<file path="src/rtl/dly_margin_adj.sv">
module dly_margin_adj #(
  parameter int FORCE_MAX = 0,
  parameter int OFS_W     = 9
) (
  input  logic       clk,
  input  logic       rst,
  input  logic [7:0] mst_code,
  input  logic       mst_lock,
  input  logic       upd_n,
  input  logic       load_n,
  input  logic       move,
  input  logic       dir,
  output logic [7:0] adj_code,
  output logic       at_limit
);
  localparam int SW = OFS_W + 2;
  localparam logic signed [SW-1:0] OMAX = {3'b000, {(OFS_W-1){1'b1}}};
  localparam logic signed [SW-1:0] OMIN = -OMAX;
  localparam logic signed [SW-1:0] CMAX = SW'(255);

  logic [7:0]       held;
  logic [OFS_W-1:0] ofs;
  logic [2:0]       mv_q;
  logic [1:0]       dr_q;
  logic             flag;

  wire [7:0] eff_code = (FORCE_MAX != 0) ? 8'hFF : mst_code;
  wire       lock_eff = (FORCE_MAX != 0) ? 1'b1 : mst_lock;
  wire       fall     = mv_q[2] & ~mv_q[1];
  wire       go_dn    = dr_q[1];

  wire signed [SW-1:0] ofs_x = $signed({{2{ofs[OFS_W-1]}}, ofs});
  wire signed [SW-1:0] sum   = $signed({{(SW-8){1'b0}}, held}) + ofs_x;
  wire up_blk = (sum >= CMAX) || (ofs_x == OMAX);
  wire dn_blk = (sum <= 0)    || (ofs_x == OMIN);

  assign adj_code = sum[SW-1] ? 8'h00 : (sum > CMAX) ? 8'hFF : sum[7:0];
  assign at_limit = flag;

  always_ff @(posedge clk) begin
    if (rst) begin
      mv_q <= '0;
      dr_q <= '0;
    end else begin
      mv_q <= {mv_q[1:0], move};
      dr_q <= {dr_q[0], dir};
    end
  end

  always_ff @(posedge clk) begin
    if (rst)         held <= '0;
    else if (!upd_n) held <= eff_code;
  end

  always_ff @(posedge clk) begin
    if (rst || !load_n || !lock_eff) begin
      ofs  <= '0;
      flag <= 1'b0;
    end else if (fall) begin
      if (go_dn ? dn_blk : up_blk) begin
        flag <= 1'b1;
      end else begin
        ofs  <= go_dn ? ofs - OFS_W'(1) : ofs + OFS_W'(1);
        flag <= 1'b0;
      end
    end
  end

  AST_HOLD_GATED: assert property (@(posedge clk) disable iff (rst)
    upd_n |=> $stable(held));
  AST_LOAD_NOMINAL: assert property (@(posedge clk) disable iff (rst)
    !load_n |=> (adj_code == held) && !at_limit);
  AST_NO_STROBE_STILL: assert property (@(posedge clk) disable iff (rst)
    !fall |=> $stable(ofs) || ofs == '0);
  AST_ONE_STEP: assert property (@(posedge clk) disable iff (rst)
    (fall && load_n && lock_eff) |=> (ofs == $past(ofs)) ||
      (ofs == $past(ofs) + OFS_W'(1)) || (ofs == $past(ofs) - OFS_W'(1)));
  AST_REFUSED_HOLD: assert property (@(posedge clk) disable iff (rst)
    (fall && load_n && lock_eff && (go_dn ? dn_blk : up_blk)) |=> $stable(ofs) && at_limit);
  AST_UNLOCK_ZERO: assert property (@(posedge clk) disable iff (rst)
    !lock_eff |=> (ofs == '0) && !at_limit);
endmodule

</file>
<file path="config.mk">
export PLATFORM = sky130hd
export DESIGN_NAME = dly_margin_adj
export DESIGN_NICKNAME = d
export VERILOG_FILES = /design/src/rtl/dly_margin_adj.sv
export SDC_FILE = /design/constraint.sdc
export NUM_CORES = 1
export LEC_CHECK = 0
export CAP_MARGIN = 20
export CORE_MARGIN = 5
export CORE_UTILIZATION = 45
export DETAILED_ROUTE_END_ITERATION = 12
export GPL_TIMING_DRIVEN = 1
export HOLD_SLACK_MARGIN = 0.06
export PLACE_DENSITY = 0.71
export SYNTH_ARGS = -nofsm -noshare
export SYNTH_HDL_FRONTEND = slang
export SYNTH_SLANG_ARGS = --single-unit
</file>
<file path="constraint.sdc">
create_clock -name clk -period 2.6 [get_ports clk]
set_input_delay 0.52 -clock clk [delete_from_list [all_inputs] [get_ports clk]]
set_output_delay 0.52 -clock clk [all_outputs]
set_load 0.01 [all_outputs]
</file>
==> impl_metrics.toml <==
[clocking]
cts_buffer_depth = 2
htree_levels = 1
clock_sink_count = 23
root_buffer = "clkbuf_8"
cts_buffers = 3
insertion_delay_ns = 0.27
cts_tree = "yes"
path_clk_slew_ns = 0.09

[placement]
port_buffers = 23
dpl.cell_count = 296
gp_congestion = 0.8566
pre_cts_slack_ns = -0.3645
hpwl_mm = 3.280

[critical_path]
worst_ep_required_time_ns = 2.08
r2r_end = "ofs[7]$_SDFFE_PP0P_"
setup.worst_path.class = "reg2out"
slowest_stage = "dfxtp_4"
crit_path_max_incr_delay_ns = 0.36
cp-startpoint = "ofs[0]$_SDFFE_PP0P_"
rrSetupSlack_ns = -0.33
crit_fanout = 3
endpoint_kind = "output port"
crit_end = "adj_code[6]"
r2r_cells = 14
crit_chain = "ha_4, fa_2, a211oi_2, o31ai_2, a21oi_2, buf_4, xnor2_4, buf_6, a21oi_2, buf_2"
worst_ep_arrival_time_ns = 2.46
crit_path_frequent_cell = "a21oi_2"
cp-start-kind = "register"
timing.rr.start = "ofs[0]$_SDFFE_PP0P_"

[synth]
synth-main-ff-cell = "dfxtp_1"
synth_edf_count = 0
ys_seq_area_share_pct = 27.50
synth_cell_types = 45
async_flop_share_pct = 0
yosys_warnings = 0
synthesis.instances = 196
synth.net_count = 228
syn_avg_cell_area_sq_um = 8.541
syn_area_sq_mm = 0.001674
ys_ff_latch = 23

[floorplan]
dieWidth_um = 71.00
core-area_sq_mm = 0.003633
rows = 22
die_h_um = 71.00
initial_core_util_pct = 46.07
ios = 24
fp.dieArea_sq_mm = 0.005040

[sta]
max_slew_margin_pct = 65.04
clock.fmax_mhz = 336.0
layout_min_cycle_time_ns = 2.976
slew_viol_final = 0
worst_pin_slew_ns = 0.5228
hold_violations = 0
finalSetupViolCount = 18
rsz0062_at_grt = "true"
finalSetupTns_ns = -4.857
finClkSkew_ns = 0.002031
fin_ws_ns = -0.3764
fin_crit_sh_pct = 114.5

[layout]
syn_to_final_growth_pct = 49.25
drive_above_1_share_pct = 37.40
fin_cells = 310
fill_cells = 289
final_nets = 295
antenna_cells = 0

[route]
vias = 1719
detail_route.wl_per_cell_um = 15.60
firstDrtPassIters = 4
routed_via_density = 5.545
antenna_left = 0
drtIter0Drc = 75
drc = 0
wl_mm = 4.835

[grt]
antenna_found_initial = 0
grt_pass1_wl_mm = 7.872
overflow = 0
grt_pass1_vias = 1725
grt_max_degree = 15
track_usage_pct = 19.33

[outcome]
status = "finished, violations left"
violations = "setup timing"

[flow_run]
maxCapViolations = 0

[power_and_ir_drop]
vdd_ir_drop_max_mv = 0.3280
power_density_mw_per_mm2 = 304.6
leakage_nw = 1.028

[min_path]
holdCritStartpoint = "dr_q[0]$_SDFF_PP0_"
holdCritPathClass = "reg2reg"
[layout make-up]
cell class	instances	area, sq um	area share [%]
multi-input cells	161	1369	54.78
clock inverters	1	6.256	0.2504
clock buffers	3	41.29	1.652
inverters	10	37.54	1.502
flip-flops and latches	23	466.7	18.68
well taps	48	60.06	2.404
repair buffers	64	518.0	20.73
[critical path: cells and delay by family (launching register included)]
kind,cells,cell delay (ns)
AOI/OAI and AO/OA,4,0.75
adders and majority gates,2,0.52
buffers and inverters,3,0.46
DFF,1,0.36
xor gates and xnor gates,1,0.09
[power breakdown]
group	leakage, nW	internal [W]	switching (W)
Combinational	0.812	0.0000771	0.0000758
Clock	0.0260	0.000110	0.000128
Sequential	0.190	0.000362	0.00000872
Total	1.03	0.000549	0.000212
[kinds of logic after synthesis]
group,after synthesis,share of synthesized area [%]
flip-flops,23,27.50
buffers and inverters,13,3.364
AND/OR/NAND/NOR,62,18.76
XOR/XNOR,13,7.250
AO/OA/AOI/OAI,60,24.74
multiplexers,8,4.783
adder cells (fa/ha/maj),17,13.60
[what timing repair did]
| action | in CTS | in global routing |
|---|---|---|
| setup buffers | 6 | 2 |
| resized for setup | 69 | 12 |
| hold buffers | 0 | 0 |
| cloned | 2 | 0 |
| pin swaps | 23 | 8 |
| setup endpoints to repair | 18 | 18 |
[placed cells by master, fill, tap and decap left out, types with 2 or more instances in the layout]
master           instances
buf_4                   34
dfxtp_1                 20
nor2_1                  19
clkdlybuf4s50_1         15
a21oi_2                 12
ha_1                    12
inv_1                   10
a21oi_1                 10
xnor2_1                  9
nand3_1                  9
buf_2                    9
nor2b_1                  8
mux2i_1                  8
o21ai_2                  6
buf_6                    6
nand2_1                  5
nor3_1                   4
o21ai_0                  4
a211oi_2                 3
a21o_1                   3
o21a_1                   3
ha_4                     3
clkbuf_8                 3
o21ai_1                  2
o21bai_1                 2
xor2_1                   2
a211oi_1                 2
nand4_1                  2
or3_1                    2
nand3_2                  2
dfxtp_2                  2
[cells in the mapped netlist (2+ instances only)]
cell      instances  share of area, %
o21bai_1          2              0.90
nand3_1          11               3.3
xnor2_1           9               4.7
a211oi_1          4               1.8
ha_1             15                11
nor2_1           21               4.7
nor3_1            5               1.5
o21ai_1           3              0.90
a21o_1            3               1.3
mux2i_1           8               4.8
or3_1             2              0.75
nor4_1            2              0.75
clkbuf_1          2              0.45
o21ai_0          10               3.0
dfxtp_1          23                28
xor2_1            3               1.6
nand2_1           5               1.1
a21oi_1          21               6.3
fa_1              2               2.4
o21a_1            3               1.3
nor2b_1           8               3.0
nand4_1           2              0.75
inv_1            10               2.2
[per-layer routing]
layer	share of wire [%]	wire (um)	track usage (%)
met5	0	0	0
met1	44	2136	24.51
met2	48	2339	32.54
met4	2.1	101	6.472
met3	5.3	258	3.977
[stage by stage]
step / hold slack, ns / power [W] / area [sq um] / utilization [%]
after floorplan: 0.4138 / 0.0004519 / 1702 / -
after CTS: 0.4440 / 0.0007563 / 2446 / 67.32
after detailed placement: 0.4228 / 0.0005202 / 2213 / 60.92
after global routing: 0.4676 / 0.0007932 / 2499 / 68.77
final: 0.4414 / 0.0007612 / 2499 / 68.77
after global placement: 0.4178 / 0.0005179 / 2213 / 60.92
[flip-flops by register name (all words and copies together), names as in the netlist]
signal and cells:
mv_q 3, ofs 9, dr_q 2, at_limit 1, held 8
[worst min path at each step]
stage	endpoint	slack, ns	cells after the start
final	dr_q[1]$_SDFF_PP0_	0.44	1
after floorplan	dr_q[1]$_SDFF_PP0_	0.41	1
after CTS	dr_q[1]$_SDFF_PP0_	0.44	1
after global placement	dr_q[1]$_SDFF_PP0_	0.42	1
after detailed placement	dr_q[1]$_SDFF_PP0_	0.42	1
after global routing	mv_q[1]$_SDFF_PP0_	0.47	1
Power figures use the tool's default switching activity.
